<file path="src/rtl/tdm_txseq_pkg.sv">
package tdm_txseq_pkg;

    localparam int unsigned WORD_W  = 32;
    localparam int unsigned BYTE_W  = 8;
    localparam int unsigned LANES   = WORD_W / BYTE_W;
    localparam logic [BYTE_W-1:0] FLAG_BYTE = 8'h7E;
    localparam int unsigned RDY_BIT  = 31;
    localparam int unsigned WRAP_BIT = 29;
    localparam int unsigned BD_WORDS = 2;
    localparam logic [15:0] CRC_PRESET = 16'hFFFF;
    localparam logic [15:0] CRC_POLY_R = 16'h8408;

    typedef enum logic [2:0] {
        SL_OPEN,
        SL_DATA,
        SL_CRC_LO,
        SL_CRC_HI,
        SL_CLOSE
    } slot_e;

    typedef enum logic [1:0] {
        JOB_FETCH,
        JOB_CLOSE,
        JOB_OPEN
    } job_e;

    typedef struct packed {
        logic              vld;
        job_e              job;
        logic [1:0]        step;
        logic [WORD_W-1:0] data;
    } acc_evt_t;

    function automatic logic [15:0] crc16_step(input logic [15:0] c, input logic [7:0] d);
        logic [15:0] r;
        r = c;
        for (int i = 0; i < 8; i++) begin
            if (r[0] ^ d[i]) r = (r >> 1) ^ CRC_POLY_R;
            else             r = r >> 1;
        end
        return r;
    endfunction

endpackage

</file>
<file path="src/rtl/tdm_txseq_crc.sv">
module tdm_txseq_crc
    import tdm_txseq_pkg::*;
(
    input  logic        clk,
    input  logic        rst,
    input  logic        init,
    input  logic        upd,
    input  logic [7:0]  din,
    output logic [15:0] crc
);
    logic [15:0] crc_q;

    always_ff @(posedge clk) begin
        if (rst || init) crc_q <= CRC_PRESET;
        else if (upd)    crc_q <= crc16_step(crc_q, din);
    end

    assign crc = crc_q;

    // a new frame always begins from the preset value
    p_crc_preset_r3: assert property (@(posedge clk) disable iff (rst)
        init |=> (crc == CRC_PRESET));

endmodule

</file>
<file path="src/rtl/tdm_txseq_wordbuf.sv">
module tdm_txseq_wordbuf
    import tdm_txseq_pkg::*;
(
    input  logic              clk,
    input  logic              rst,
    input  logic              load,
    input  logic [WORD_W-1:0] word,
    input  logic              adv,
    output logic [BYTE_W-1:0] byte_out,
    output logic              lane_last
);
    localparam int unsigned IW = $clog2(LANES);

    logic [LANES-1:0][BYTE_W-1:0] lane_q;
    logic [IW-1:0]                idx_q;

    genvar g;
    generate
        for (g = 0; g < LANES; g++) begin : g_lane
            always_ff @(posedge clk) begin
                if (rst)       lane_q[g] <= '0;
                else if (load) lane_q[g] <= word[g*BYTE_W +: BYTE_W];
            end
        end
    endgenerate

    always_ff @(posedge clk) begin
        if (rst || load) idx_q <= '0;
        else if (adv)    idx_q <= idx_q + IW'(1);
    end

    assign byte_out  = lane_q[idx_q];
    assign lane_last = (idx_q == IW'(LANES - 1));

endmodule

</file>
<file path="src/rtl/tdm_txseq_mem.sv">
module tdm_txseq_mem
    import tdm_txseq_pkg::*;
#(
    parameter int unsigned     AW       = 16,
    parameter logic [AW-1:0]   INT_ADDR = 'h80
) (
    input  logic              clk,
    input  logic              rst,
    input  logic              start,
    input  job_e              job_in,
    input  logic [AW-1:0]     bd_ptr,
    input  logic [AW-1:0]     buf_ptr,
    input  logic [WORD_W-1:0] bd_stat,
    output logic              busy,
    output acc_evt_t          evt,
    output logic              mem_req,
    output logic              mem_we,
    output logic [AW-1:0]     mem_addr,
    output logic [WORD_W-1:0] mem_wdata,
    input  logic [WORD_W-1:0] mem_rdata,
    input  logic              mem_gnt
);
    localparam int unsigned PADW = WORD_W - 1 - AW;

    logic       busy_q;
    job_e       job_q;
    logic [1:0] step_q;
    logic       fin;

    always_comb begin
        mem_we    = 1'b0;
        mem_addr  = buf_ptr;
        mem_wdata = '0;
        fin       = 1'b1;
        unique case (job_q)
            JOB_CLOSE: begin
                fin = (step_q == 2'd2);
                unique case (step_q)
                    2'd0: mem_addr = INT_ADDR;
                    2'd1: begin
                        mem_addr  = INT_ADDR;
                        mem_we    = 1'b1;
                        mem_wdata = {1'b1, {PADW{1'b0}}, bd_ptr};
                    end
                    default: begin
                        mem_addr  = bd_ptr;
                        mem_we    = 1'b1;
                        mem_wdata = bd_stat & ~(WORD_W'(1) << RDY_BIT);
                    end
                endcase
            end
            JOB_OPEN: begin
                fin = (step_q == 2'd2) || ((step_q == 2'd0) && !mem_rdata[RDY_BIT]);
                unique case (step_q)
                    2'd0:    mem_addr = bd_ptr;
                    2'd1:    mem_addr = bd_ptr + AW'(1);
                    default: mem_addr = buf_ptr;
                endcase
            end
            default: begin
                mem_addr = buf_ptr;
                fin      = 1'b1;
            end
        endcase
    end

    always_ff @(posedge clk) begin
        if (rst) begin
            busy_q <= 1'b0;
            job_q  <= JOB_FETCH;
            step_q <= 2'd0;
        end else if (start) begin
            busy_q <= 1'b1;
            job_q  <= job_in;
            step_q <= 2'd0;
        end else if (busy_q && mem_gnt) begin
            if (fin) busy_q <= 1'b0;
            else     step_q <= step_q + 2'd1;
        end
    end

    assign busy     = busy_q;
    assign mem_req  = busy_q;
    assign evt.vld  = busy_q && mem_gnt;
    assign evt.job  = job_q;
    assign evt.step = step_q;
    assign evt.data = mem_rdata;

    // a pending request keeps its address, direction and data
    p_req_hold_r9: assert property (@(posedge clk) disable iff (rst)
        (mem_req && !mem_gnt) |=> (mem_req && $stable(mem_addr) && $stable(mem_we) && $stable(mem_wdata)));

endmodule

</file>
<file path="src/rtl/tdm_txseq.sv">
module tdm_txseq
    import tdm_txseq_pkg::*;
#(
    parameter int unsigned   AW       = 16,
    parameter int unsigned   LEN_W    = 16,
    parameter logic [AW-1:0] BD_BASE  = 'h100,
    parameter logic [AW-1:0] INT_ADDR = 'h80
) (
    input  logic              clk,
    input  logic              rst,
    input  logic              slot_stb,
    output logic [7:0]        tx_byte,
    output logic              tx_vld,
    output logic              mem_req,
    output logic              mem_we,
    output logic [AW-1:0]     mem_addr,
    output logic [WORD_W-1:0] mem_wdata,
    input  logic [WORD_W-1:0] mem_rdata,
    input  logic              mem_gnt,
    output logic              irq_evt,
    output logic              underrun
);
    slot_e             st_q;
    logic [LEN_W-1:0]  rem_q;
    logic [AW-1:0]     bd_ptr_q;
    logic [AW-1:0]     buf_ptr_q;
    logic [WORD_W-1:0] stat_q;

    logic              busy;
    acc_evt_t          evt;
    logic              go;
    logic              start;
    job_e              job;
    logic [7:0]        data_byte;
    logic              lane_last;
    logic [15:0]       crc;
    logic [7:0]        slot_byte;
    logic              wb_load;
    logic              frame_open;

    assign go         = slot_stb && !busy;
    assign frame_open = evt.vld && (evt.job == JOB_OPEN) && (evt.step == 2'd2);
    assign wb_load    = (evt.vld && (evt.job == JOB_FETCH)) || frame_open;

    always_comb begin
        slot_byte = FLAG_BYTE;
        start     = 1'b0;
        job       = JOB_OPEN;
        unique case (st_q)
            SL_DATA: begin
                slot_byte = data_byte;
                job       = JOB_FETCH;
                start     = go && lane_last && (rem_q != LEN_W'(1));
            end
            SL_CRC_LO: slot_byte = ~crc[7:0];
            SL_CRC_HI: slot_byte = ~crc[15:8];
            SL_CLOSE: begin
                job   = JOB_CLOSE;
                start = go;
            end
            default: begin
                job   = JOB_OPEN;
                start = go;
            end
        endcase
    end

    always_ff @(posedge clk) begin
        if (rst) begin
            st_q      <= SL_OPEN;
            rem_q     <= '0;
            bd_ptr_q  <= BD_BASE;
            buf_ptr_q <= '0;
            stat_q    <= '0;
            tx_byte   <= '0;
            tx_vld    <= 1'b0;
            irq_evt   <= 1'b0;
            underrun  <= 1'b0;
        end else begin
            tx_vld  <= slot_stb;
            irq_evt <= evt.vld && (evt.job == JOB_CLOSE) && (evt.step == 2'd1);
            if (slot_stb) tx_byte <= busy ? FLAG_BYTE : slot_byte;
            if (slot_stb && busy) underrun <= 1'b1;

            if (go) begin
                unique case (st_q)
                    SL_DATA: begin
                        rem_q <= rem_q - LEN_W'(1);
                        if (rem_q == LEN_W'(1)) st_q <= SL_CRC_LO;
                    end
                    SL_CRC_LO: st_q <= SL_CRC_HI;
                    SL_CRC_HI: st_q <= SL_CLOSE;
                    SL_CLOSE:  st_q <= SL_OPEN;
                    default:   st_q <= SL_OPEN;
                endcase
            end

            if (evt.vld) begin
                unique case (evt.job)
                    JOB_FETCH: buf_ptr_q <= buf_ptr_q + AW'(1);
                    JOB_OPEN: begin
                        unique case (evt.step)
                            2'd0: begin
                                stat_q <= evt.data;
                                rem_q  <= evt.data[LEN_W-1:0];
                            end
                            2'd1: buf_ptr_q <= evt.data[AW-1:0];
                            default: begin
                                buf_ptr_q <= buf_ptr_q + AW'(1);
                                st_q      <= SL_DATA;
                            end
                        endcase
                    end
                    default: begin
                        if (evt.step == 2'd2)
                            bd_ptr_q <= stat_q[WRAP_BIT] ? BD_BASE : bd_ptr_q + AW'(BD_WORDS);
                    end
                endcase
            end
        end
    end

    tdm_txseq_mem #(.AW(AW), .INT_ADDR(INT_ADDR)) u_mem (
        .clk      (clk),
        .rst      (rst),
        .start    (start),
        .job_in   (job),
        .bd_ptr   (bd_ptr_q),
        .buf_ptr  (buf_ptr_q),
        .bd_stat  (stat_q),
        .busy     (busy),
        .evt      (evt),
        .mem_req  (mem_req),
        .mem_we   (mem_we),
        .mem_addr (mem_addr),
        .mem_wdata(mem_wdata),
        .mem_rdata(mem_rdata),
        .mem_gnt  (mem_gnt)
    );

    tdm_txseq_wordbuf u_wbuf (
        .clk      (clk),
        .rst      (rst),
        .load     (wb_load),
        .word     (evt.data),
        .adv      (go && (st_q == SL_DATA)),
        .byte_out (data_byte),
        .lane_last(lane_last)
    );

    tdm_txseq_crc u_crc (
        .clk (clk),
        .rst (rst),
        .init(frame_open),
        .upd (go && (st_q == SL_DATA)),
        .din (data_byte),
        .crc (crc)
    );

    // a byte qualifier only ever follows a slot strobe
    p_vld_follows_stb_r1: assert property (@(posedge clk) disable iff (rst)
        tx_vld |-> $past(slot_stb));

    // a burst of accesses is only ever opened by a slot strobe
    p_req_from_stb_r5: assert property (@(posedge clk) disable iff (rst)
        $rose(mem_req) |-> $past(slot_stb));

    // the interrupt event trails the interrupt-table write grant
    p_irq_after_write_r8: assert property (@(posedge clk) disable iff (rst)
        irq_evt |-> $past(mem_gnt && mem_we && (mem_addr == INT_ADDR)));

    // underrun is sticky
    p_underrun_sticky_r10: assert property (@(posedge clk) disable iff (rst)
        underrun |=> underrun);

endmodule

</file>
<file path="config.mk">
export PLATFORM = sky130hd
export DESIGN_NAME = tdm_txseq
export DESIGN_NICKNAME = d
export VERILOG_FILES = /design/src/rtl/tdm_txseq_pkg.sv /design/src/rtl/tdm_txseq_crc.sv /design/src/rtl/tdm_txseq_wordbuf.sv /design/src/rtl/tdm_txseq_mem.sv /design/src/rtl/tdm_txseq.sv
export SDC_FILE = /design/constraint.sdc
export NUM_CORES = 1
export LEC_CHECK = 0
export BUFFER_PORTS_ARGS = -buffer_cell sky130_fd_sc_hd__buf_2
export CAP_MARGIN = 40
export CORE_ASPECT_RATIO = 0.8
export CORE_MARGIN = 3
export CORE_UTILIZATION = 50
export DETAILED_ROUTE_END_ITERATION = 16
export PLACE_DENSITY = 0.77
export SYNTH_ARGS = -nofsm -noshare
export SYNTH_HDL_FRONTEND = slang
export SYNTH_SLANG_ARGS = --single-unit
</file>
<file path="constraint.sdc">
create_clock -name clk -period 2.94 [get_ports clk]
set_input_delay 0.735 -clock clk [delete_from_list [all_inputs] [get_ports clk]]
set_output_delay 0.735 -clock clk [all_outputs]
set_load 0.01 [all_outputs]
</file>
Word-level counts from Yosys, hierarchy flattened
Index checks and enable logic that the tools add are counted.
W data, S select, Z words.
{"block": "classes", "eq_ne": 12, "bitwise": 20, "n_mux": 53, "n_addsub": 6, "order_cmp": 1, "reduce_logical": 32}
{"cell": "$mux W16", "n": 29}
{"cell": "$pmux W16 S2", "n": 4}
{"cell": "$pmux W32 S2", "n": 1}
{"cell": "$add A16 B1 Y16 const B", "n": 2}
{"cell": "$mux W32", "n": 1}
{"cell": "$not A2 Y3", "n": 8}
{"cell": "$pmux W8 S3", "n": 1}
{"cell": "$add A16 B2 Y16 const B", "n": 1}
{"cell": "$bmux W8 S2", "n": 1}
{"cell": "$eq A16 B1 Y1 const B", "n": 1}
{"cell": "$mux W8", "n": 2}
{"cell": "$ne A16 B1 Y1 const B", "n": 1}
{"cell": "$not A8 Y8", "n": 2}
{"cell": "$sub A16 B1 Y16 const B", "n": 1}
{"cell": "$mux W3", "n": 5}
{"cell": "$logic_and A1 B1 Y1", "n": 12}
{"cell": "$pmux W3 S3", "n": 1}
{"cell": "$reduce_and A3 Y1", "n": 3}
{"cell": "$reduce_or A2 Y1", "n": 4}
{"cell": "$xor A1 B1 Y1", "n": 8}
{"cell": "$eq A2 B2 Y1 const B", "n": 3}
{"cell": "$eq A3 B2 Y1 const B", "n": 2}
{"cell": "$reduce_bool A2 Y1", "n": 3}
{"cell": "$mux W1", "n": 5}
{"cell": "other kinds (13)", "n": 23}
{"block": "word_totals", "output_inout_bits": 61, "register_bits": 148, "inputBits": 36, "word_cells": 142}

Logic depth before layout (Yosys ltp)
Gate-level depths: netlist (run 1).
{"block": "depth", "ltp_word": 32, "ltp_mapped": 10, "depth_no_buf": 7}

Cells and area by module
A second synthesis (run 1) with hierarchy kept.
{"block": "hier_totals", "hier_cells": 1019, "hier_area_um2": 8607.0}
{"mod": "tdm_txseq", "instances": 1, "area_per_inst_um2": 4571.9, "seq_area_each_um2": 1861.8, "cells_per_inst": 573}
{"mod": "tdm_txseq_mem", "instances": 1, "area_per_inst_um2": 1716.6, "seq_area_each_um2": 100.1, "cells_per_inst": 244}
{"mod": "tdm_txseq_wordbuf", "instances": 1, "area_per_inst_um2": 1423.9, "seq_area_each_um2": 680.7, "cells_per_inst": 121}
{"mod": "tdm_txseq_crc", "instances": 1, "area_per_inst_um2": 894.6, "seq_area_each_um2": 320.3, "cells_per_inst": 81}

Worst setup path after synthesis (run 1)
OpenSTA, ideal clock, no wires.
{"block": "synth_timing", "path_kind": "register to output", "from": "register u_mem.job_q[0]", "to": "output port mem_addr[0]", "arrival_ps": 1758, "setup_slack_ps": 447, "stages_incl_launch_ff": 9, "n_path_buf": 3, "path_cell_list": "dfxtp_1 inv_1 ha_1 clkbuf_1 clkbuf_1 nand2_1 nand2_1 clkbuf_1 a22o_1"}
{"block": "synth_between", "elab_chain_cells": 2, "elab_cells_between_ends": 3}
{"element": "from (decl)", "line_no": "tdm_txseq_mem.sv:26", "rtl": "job_e job_q;"}
{"element": "from (signal assigned)", "line_no": "tdm_txseq_mem.sv:74", "rtl": "job_q <= job_in;"}
{"element": "$eq A2 B2 Y1 or $eq A2 B1 Y1 (tied branches)", "line_no": "tdm_txseq_mem.sv:35", "rtl": "unique case (job_q)"}
{"element": "$pmux W16 S2 (*)", "line_no": "tdm_txseq_mem.sv:35"}
{"element": "to (decl)", "line_no": "tdm_txseq.sv:16", "rtl": "output logic [AW-1:0] mem_addr,"}
Every way passes the cells marked *; elsewhere a longest branch is shown, timed or not.

Final worst setup path (run 1)
{"block": "layout_timing", "from": "register u_mem.step_q[0]", "to": "output port mem_addr[12]"}
{"block": "layout_between", "elab_chain_cells": 4, "elab_cells_between_ends": 6}
{"element": "from (decl)", "line_no": "tdm_txseq_mem.sv:27", "rtl": "logic [1:0] step_q;"}
{"element": "from (signal assigned)", "line_no": "tdm_txseq_mem.sv:78", "rtl": "else step_q <= step_q + 2'd1;"}
{"element": "$eq A2 B1 Y1 or $logic_not A2 Y1 (tied branches)", "line_no": "tdm_txseq_mem.sv:38, tdm_txseq_mem.sv:54"}
{"element": "$reduce_or A2 Y1 (no source line)"}
{"element": "$mux W16", "line_no": "tdm_txseq_mem.sv:38", "rtl": "unique case (step_q)"}
{"element": "$pmux W16 S2 (*)", "line_no": "tdm_txseq_mem.sv:35"}
Marks and branches as above.

==> results of run 1 <==
## path summary, 6_finish.rpt
check                                startpoint            to  slack, ps  cells past startpoint
worst min-delay path                 stat_q[18]    stat_q[18]        450                      2
worst max-delay path            u_mem.step_q[0]  mem_addr[12]         90                      7
worst min register to register       stat_q[18]    stat_q[18]        450                      2
worst max register to register  u_wbuf.idx_q[1]  u_crc.crc[9]        580                      5
## synthesized netlist by cell type (6+ instances only)
cell type / n
a21oi_1: 95
xor2_1: 20
nor2_1: 64
a22o_1: 33
a31oi_1: 6
nand4_1: 10
clkbuf_1: 56
nand3_1: 25
a211oi_1: 16
and3_1: 28
nand2_1: 189
o21ai_0: 28
inv_1: 10
nor3_1: 23
ha_1: 11
xnor2_1: 27
dfxtp_1: 147
buf_1: 6
a221oi_1: 6
mux4_2: 8
o211ai_1: 10
## power groups by stage
| stage | logic (mW) | registers, mW | clock network, mW |
|---|---|---|---|
| after floorplan | 0.173 | 2.10 | 0 |
| after global placement | 0.285 | 2.10 | 0 |
| after detailed placement | 0.288 | 2.10 | 0 |
| after CTS | 0.290 | 2.06 | 2.17 |
| after global routing | 0.320 | 2.06 | 2.26 |
| final | 0.294 | 2.06 | 2.15 |
## tightest hold or removal path, delay by kind of cell, from the launching register on
family,cells,cell delay [ps]
flops,1,300
simple gates,1,50
compound gates,1,50
## layer usage
layer	vias up	routed length, um	GRT usage (%)
li1	3309	-	-
met1	3220	9124	39.44
met2	384	8949	38.03
met3	51	2359	5.703
met4	0	589	9.684
met5	-	0	0
## state kept, by name (all words and copies together) (netlist names), 2 cells and up
name	count
u_wbuf.lane_q	32
stat_q	31
buf_ptr_q	16
rem_q	16
u_crc.crc	16
bd_ptr_q	15
tx_byte	8
st_q	3
u_mem.job_q	2
u_mem.step_q	2
u_wbuf.idx_q	2
## cells in the final DEF, fill, tap and decap left out, types with 6 or more instances in the layout
cell type,Yosys,layout
ha_1,11,11
nor3_1,23,22
clkbuf_16,0,17
buf_2,5,95
nor2_1,64,63
o21ai_0,28,28
xor2_1,20,20
o211ai_1,10,10
nand4_1,10,10
and3_1,28,28
mux4_2,8,8
dfxtp_1,147,147
a21oi_1,95,95
buf_4,0,26
a221oi_1,6,6
inv_1,10,10
xnor2_1,27,27
a22o_1,33,33
nand3_1,25,24
a31oi_1,6,6
nand2_1,189,188
a211oi_1,16,16
## logic make-up after synthesis
family | count (synthesis) | synth area share, %
AND/OR/NAND/NOR | 379 | 24.06
buffers and inverters | 77 | 4.124
multiplexers | 10 | 2.796
adder cells (fa/ha/maj) | 11 | 1.922
XOR/XNOR | 49 | 6.204
flip-flops | 147 | 41.10
AO/OA/AOI/OAI | 222 | 19.78
## through the flow
stage               hold slack, ps  util, %  total power [mW]
global placement             438.9    56.66             2.383
finish                       450.2    61.05             4.505
CTS                          451.7    60.86             4.513
floorplan                    431.9        -             2.269
detailed placement           444.7    56.66             2.387
global route                 475.1    61.05             4.642
## cell type report
type	count	area (sq um)	share of cell area, %
timing repair buffer	123	689.4	8.190
clock inverter	10	125.1	1.486
sequential	147	2943	34.96
clock buffer	22	454.2	5.395
multi-input combinational	671	3944	46.85
inverter	10	37.54	0.4459
tap	180	225.2	2.675
==> results.cfg, run 1 <==
[run_status]
status = complete, no violations

[logic_synthesis]
yosys.area.top_type = dfxtp_1
seq_area_frac_synth_pct = 41.10
synth_top_flop_cell = dfxtp_1
ys_async_sr_fraction_pct = 0
syn_avg_cell_area_sq_um = 7.999
syn_area_sq_um = 7159
syn_nets = 942
synth.distinct_cells = 55
synth_edf_count = 0
synth_cells = 895
ys_top_cells_by_area = dfxtp_1 41%, nand2_1 9.9%, a21oi_1 6.6%
synth-seq-cells = 147
synth_top_area_share_pct = 41.10
yosys_warnings = 0

[floorplanning]
die_y_um = 113.0
fp-row-count = 38
coreArea_sq_um = 13790
die_x_um = 139.8
initial_utilization_pct = 51.92
ios = 97
dieArea_sq_um = 15800

[drt]
first_pass_iters = 5
drtAntennaViolNets = 0
drtIter0Drc = 765
drc = 0
num_vias = 6964
routedWlPerCell_um = 18.08
viasPerCell = 5.988
drt_wl_total_um = 21020

[sta]
worst_slack_ps = 92.99
setup-tns-final_ps = 0
setup_viol_count_final = 0
final.setup_skew_ps = 8.347
drv_slew = 0
slew_headroom_pct = 55.22
max_slew.worst_pin.slew_ps = 670.2
min_period_ps = 2847
rsz0062_at_grt = false
max_freq_mhz = 351.2
hold_viol = 0
layout_worst_path_cycle_share_pct = 96.84

[layout]
nNetsFinal = 1017
fillers = 1241
drive_gt1_share_pct = 17.19
syn2layout_area_growth_pct = 17.58
final_cells = 1163
post-route-cell-area_sq_um = 8418
diodes = 0

[worst_setup_path]
worstSetupPathType = flop to output port
critPathTopFamily = compound AO/OA/AOI/OAI gates
critical-path-max-stage-delay_ps = 340
crit_required_ps = 2200
path_buf_inv = 3
start_kind = flop
crit_fanout = 14
worstPathCellList = inv_1 -> ha_1 -> o21ai_0 -> a21boi_0 -> buf_4 -> a22o_1 -> buf_2
worst_path_max_delay_cell = dfxtp_1
crit_arrival_ps = 2110
crit_path_end_kind = output port

[place]
post-place-ws_ps = 517.0
io_buffers = 96
dp_cells = 1130
place_hpwl_um = 14540
placed_cell_area_sq_um = 7812
place_congestion = 0.9489

[power]
clkPwrFrac_pct = 47.8
leakage_nw = 3.308
ir_drop_mv = 0.4221
p_switching_mw = 1.093
p_int_mw = 3.412
pwr_density_cell_nw_per_um2 = 535.1
switching_share_pct = 24.26
combPwrFrac_pct = 6.5
seq_power_share_pct = 45.6

[clock_network]
tritoncts = done
clock_sinks = 147
clockBufferDepth = 2
ctsRootBufferMaster = clkbuf_16
tritoncts.num_buffers = 17
path_clk_slew_ps = 60
cts_resized = 0
clock_latency_ps = 420
ctsHoldBuffers = 0
htreeDepth = 4
post_cts_buffers = 0

[min_path]
hp-class = flop to flop

[global_routing]
grt_pass1_wl_um = 33400
grt_antenna_before_repair = 0
grt_max_degree = 49
grt_pass1_vias = 6305
grt_usage_pct = 26.57
overflow = 0

[run]
cap_violations = 0
Power figures use the tool's default switching activity.
==> run 2: changes to the inputs <==
--- a/config.mk
+++ b/config.mk
@@ -11,7 +11,7 @@
 export CORE_MARGIN = 3
 export CORE_UTILIZATION = 50
 export DETAILED_ROUTE_END_ITERATION = 16
-export PLACE_DENSITY = 0.77
+export PLACE_DENSITY = 0.8
 export SYNTH_ARGS = -nofsm -noshare
 export SYNTH_HDL_FRONTEND = slang
 export SYNTH_SLANG_ARGS = --single-unit
==> constraint.sdc (replaced) <==
create_clock -name clk -period 2.4 [get_ports clk]
set_input_delay 0.6 -clock clk [delete_from_list [all_inputs] [get_ports clk]]
set_output_delay 0.6 -clock clk [all_outputs]
set_load 0.01 [all_outputs]
==> results.cfg, run 2 (synthesized netlist as in run 1, its figures left out) <==
[run_status]
status = complete, but fails checks
violations = setup timing

[power]
switching_share_pct = 23.69
p_switching_mw = 1.307
p_int_mw = 4.210
clkPwrFrac_pct = 47.0
combPwrFrac_pct = 7.4
pwr_density_cell_nw_per_um2 = 631.6
leakage_nw = 3.441
seq_power_share_pct = 45.7
ir_drop_mv = 0.8165

[clock_network]
clock_latency_ps = 420
htreeDepth = 4
path_clk_slew_ps = 60
ctsRootBufferMaster = clkbuf_16
clock_sinks = 147
tritoncts.num_buffers = 17
clockBufferDepth = 2
tritoncts = done
ctsHoldBuffers = 0

[drt]
first_pass_iters = 5
drtIter0Drc = 961
viasPerCell = 6.053
drc = 0
num_vias = 7161
routedWlPerCell_um = 18.77
drt_wl_total_um = 22200
drtAntennaViolNets = 0

[layout]
nNetsFinal = 1039
reg_top3 = u_wbuf.lane_q x32, stat_q x31
drive_gt1_share_pct = 20.74
syn2layout_area_growth_pct = 22.00
regMostFlops = u_wbuf.lane_q
fillers = 1134
final_common_cell = nand2_1
post-route-cell-area_sq_um = 8735
layout_common_cells = 187 x nand2_1, 143 x dfxtp_1, 95 x a21oi_1, 95 x buf_2, 62 x nor2_1
diodes = 0
final_cells = 1183
largest_reg_flops = 32

[global_routing]
overflow = 0
grt_pass1_wl_um = 34310
grt_max_degree = 63
grt_usage_pct = 27.09
grt_antenna_before_repair = 0
grt_pass1_vias = 6440

[place]
io_buffers = 96
placed_cell_area_sq_um = 7920
dp_cells = 1140
place_hpwl_um = 14780
place_congestion = 0.9264

[sta]
hold_viol = 0
min_period_ps = 2508
layout_worst_path_cycle_share_pct = 104.5
whs_ps = 425.7
slew_headroom_pct = 58.06
drv_slew = 0
setup-tns-final_ps = -1740
setup_viol_count_final = 30
worst_slack_ps = -108.4
max_slew.worst_pin.slew_ps = 629.1
final.setup_skew_ps = 10.21
rsz0062_at_grt = true
max_freq_mhz = 398.7

[floorplanning]
coreArea_sq_um = 13790
initial_utilization_pct = 51.92
dieArea_sq_um = 15800
fp-row-count = 38
ios = 97
die_x_um = 139.8
die_y_um = 113.0

[worst_setup_path]
crit_path_end_kind = output port
crit_fanout = 7
worstSetupPathType = flop to output port
crit_arrival_ps = 1910
start_kind = flop
crit_required_ps = 1800

[min_path]
hp-class = primary input to flop

[run]
cap_violations = 0
==> run 2: worst paths after layout <==
check                                     start      endpoint  slack (ps)  depth (start not counted)
worst max-delay path            u_mem.step_q[0]   mem_addr[7]        -110                          7
worst min-delay path              mem_rdata[28]    stat_q[28]         430                          3
worst max register to register  u_wbuf.idx_q[1]  u_crc.crc[9]         240                          6
worst min register to register       stat_q[20]    stat_q[20]         450                          2
==> run 2: what timing repair did <==
item / CTS / global route
gates cloned: 2 / 1
endpoints found under the setup margin: 32 / 32
pin swaps: 4 / 9
buffers inserted: 5 / 5
resized for setup: 37 / 9
endpoints found under the hold margin: 0 / 0
==> run 2: routing by layer <==
metal,vias up,global-route usage (%),part of all wire (%)
met1,3369,38.72,43
met4,0,9.684,3.0
met3,61,6.717,10
met2,383,39.96,43
li1,3348,-,-
met5,-,0,0
==> run 2: cell type report <==
type                       count  area, sq um  area share, %
multi-input combinational    672         4045          46.31
timing repair buffer         144        902.1          10.33
clock inverter                 8        105.1          1.203
sequential                   147         2953          33.81
inverter                      10        40.04         0.4584
clock buffer                  22        464.2          5.314
tap                          180        225.2          2.578
==> run 2: worst max-delay path, stage by stage (launching register included) <==
cell,delay [ps]
dfxtp_4,360
buf_6,120
ha_4,190
o21ai_4,230
nand2_1,90
a22o_1,190
a22o_1,170
buf_2,140
==> run 2: power groups by stage <==
stage	Combinational (mW)	Sequential [mW]	Clock (mW)
2_1_floorplan	0.211	2.57	0
3_3_place_gp	0.359	2.57	0
3_5_place_dp	0.365	2.57	0
4_1_cts	0.388	2.52	2.61
5_1_grt	0.439	2.52	2.70
6_report	0.406	2.52	2.59
==> run 2: stage by stage <==
step,utilization [%],setup slack [ps],power (mW)
floorplan,-,42.11,2.780
global placement,57.33,238.7,2.929
detailed placement,57.44,169.8,2.936
CTS,62.86,-0.7618,5.519
global route,63.35,-147.3,5.664
finish,63.35,-108.4,5.517
==> run 3: changes to the inputs <==
--- a/config.mk
+++ b/config.mk
@@ -10,6 +10,7 @@
 export CORE_ASPECT_RATIO = 0.8
 export CORE_MARGIN = 3
 export CORE_UTILIZATION = 50
+export CTS_BUF_LIST = sky130_fd_sc_hd__clkbuf_4 sky130_fd_sc_hd__clkbuf_8
 export DETAILED_ROUTE_END_ITERATION = 16
 export PLACE_DENSITY = 0.8
 export SYNTH_ARGS = -nofsm -noshare
==> results.cfg, run 3 (synthesized netlist as in run 1, its figures left out) <==
[global_routing]
grt_antenna_before_repair = 0
grt_max_degree = 63
overflow = 0
grt_pass1_vias = 6307
grt_pass1_wl_um = 33740
grt_usage_pct = 26.61

[floorplanning]
initial_utilization_pct = 51.92
die_x_um = 139.8
coreArea_sq_um = 13790
fp-row-count = 38
die_y_um = 113.0
dieArea_sq_um = 15800
ios = 97

[min_path]
min_path_cells = 3
hp-class = primary input to flop
min_from = mem_rdata[28]
hold_path_end = stat_q[28]

[layout]
syn2layout_area_growth_pct = 21.18
regMostFlops = u_wbuf.lane_q
layout_common_cells = 187 x nand2_1, 143 x dfxtp_1, 95 x a21oi_1
reg_top3 = u_wbuf.lane_q x32, stat_q x31
final_cells = 1185
final_common_cell = nand2_1
nNetsFinal = 1041
diodes = 0
drive_gt1_share_pct = 21.99
post-route-cell-area_sq_um = 8676
largest_reg_flops = 32

[power]
pwr_density_cell_nw_per_um2 = 560.3
ir_drop_mv = 0.4210
total_power_mw = 4.861
leakage_nw = 3.375

[clock_network]
ctsHoldBuffers = 0
path_clk_slew_ps = 70
clock_sinks = 147
tritoncts = done
htreeDepth = 4
ctsRootBufferMaster = clkbuf_8
clock_latency_ps = 450
clockBufferDepth = 2
tritoncts.num_buffers = 17

[place]
placed_cell_area_sq_um = 7920
io_buffers = 96
dp_cells = 1140
place_congestion = 0.9264
place_hpwl_um = 14780

[sta]
worst_slack_ps = -64.98
rsz0062_at_grt = true
hold_viol = 0
whs_ps = 401.4
layout_worst_path_cycle_share_pct = 102.7
min_period_ps = 2465
drv_slew = 0
setup_viol_count_final = 30
max_freq_mhz = 405.7
slew_headroom_pct = 57.87
max_slew.worst_pin.slew_ps = 631.9
setup-tns-final_ps = -850.3
final.setup_skew_ps = 11.14

[drt]
routedWlPerCell_um = 18.52
viasPerCell = 6.057
drtIter0Drc = 1070
drt_wl_total_um = 21940
first_pass_iters = 5
drtAntennaViolNets = 0
num_vias = 7177
drc = 0

[worst_setup_path]
crit_arrival_ps = 1860
crit_fanout = 8
worstPathCellList = buf_6 -> ha_4 -> nor2_4 -> nand2_2 -> nand2_4 -> a22o_1 -> buf_2
crit_required_ps = 1800
worst_path_max_delay_cell = dfxtp_4
r2r_end = u_crc.crc[9]
start_kind = flop
crit_path_end_kind = output port
critical-path-max-stage-delay_ps = 370
worstRegToRegCells = 6
ff2ff_setup_slack_ps = 250
worstSetupPathType = flop to output port
r2r_start = u_wbuf.idx_q[1]

[run]
cap_violations = 0

[run_status]
status = complete, but fails checks
violations = setup timing
==> run 3: per-layer routing <==
| layer | GRT usage [%] | vias up | share of wire [%] | routed length [um] |
|---|---|---|---|---|
| li1 | - | 3358 | - | - |
| met1 | 39.06 | 3356 | 44 | 9590 |
| met4 | 8.457 | 0 | 2.9 | 629 |
| met2 | 38.22 | 406 | 42 | 9292 |
| met5 | 0 | - | 0 | 0 |
| met3 | 7.013 | 57 | 11 | 2429 |
==> run 3: where the power goes <==
part | switching, mW | internal, mW | total [mW]
registers | 0.0328 | 2.48 | 2.51
clock network | 0.931 | 1.00 | 1.93
logic | 0.257 | 0.156 | 0.413
total | 1.22 | 3.64 | 4.86
==> run 3: worst max-delay path by stage <==
stage	startpoint	end	slack [ps]	depth (start not counted)
finish	u_mem.step_q[0]	mem_addr[6]	-60	7
global route	u_mem.step_q[0]	mem_addr[6]	-150	7
CTS	u_mem.step_q[0]	mem_addr[7]	-10	7
detailed placement	u_mem.job_q[0]	mem_addr[9]	170	5
global placement	u_mem.job_q[1]	mem_wdata[7]	240	5
floorplan	u_mem.job_q[0]	mem_addr[0]	40	8
==> run 3: metrics by stage <==
| stage | setup slack, ps | util, % |
|---|---|---|
| after global placement | 238.7 | 57.33 |
| after floorplan | 42.11 | - |
| after detailed placement | 169.8 | 57.44 |
| after CTS | -10.34 | 62.00 |
| after global routing | -146.2 | 62.92 |
| final | -64.98 | 62.92 |
==> run 3: final cells by class <==
cell class / instances / area (sq um)
clock inverters: 8 / 105.1
fillers: 1149 / 5112
inverters: 10 / 50.05
clock buffers: 22 / 284.0
flip-flops and latches: 147 / 2955
well taps: 180 / 225.2
repair buffers: 146 / 962.2
multi-input cells: 672 / 4094
==> run 3: critical path: cells and delay by family (launching register included) <==
kind | cells | cell delay [ps]
AOI/OAI and AO/OA | 1 | 170
adders and majority gates | 1 | 190
buffers and inverters | 2 | 270
DFF | 1 | 370
and+or+nand+nor | 3 | 430
==> run 3: repair_timing <==
action                     in CTS  in global routing
gates resized for setup        47                 24
gates cloned                    3                  1
setup buffers                   9                  2
hold endpoints to repair        0                  0
pin swaps                       8                 10
setup endpoints to repair      36                 43
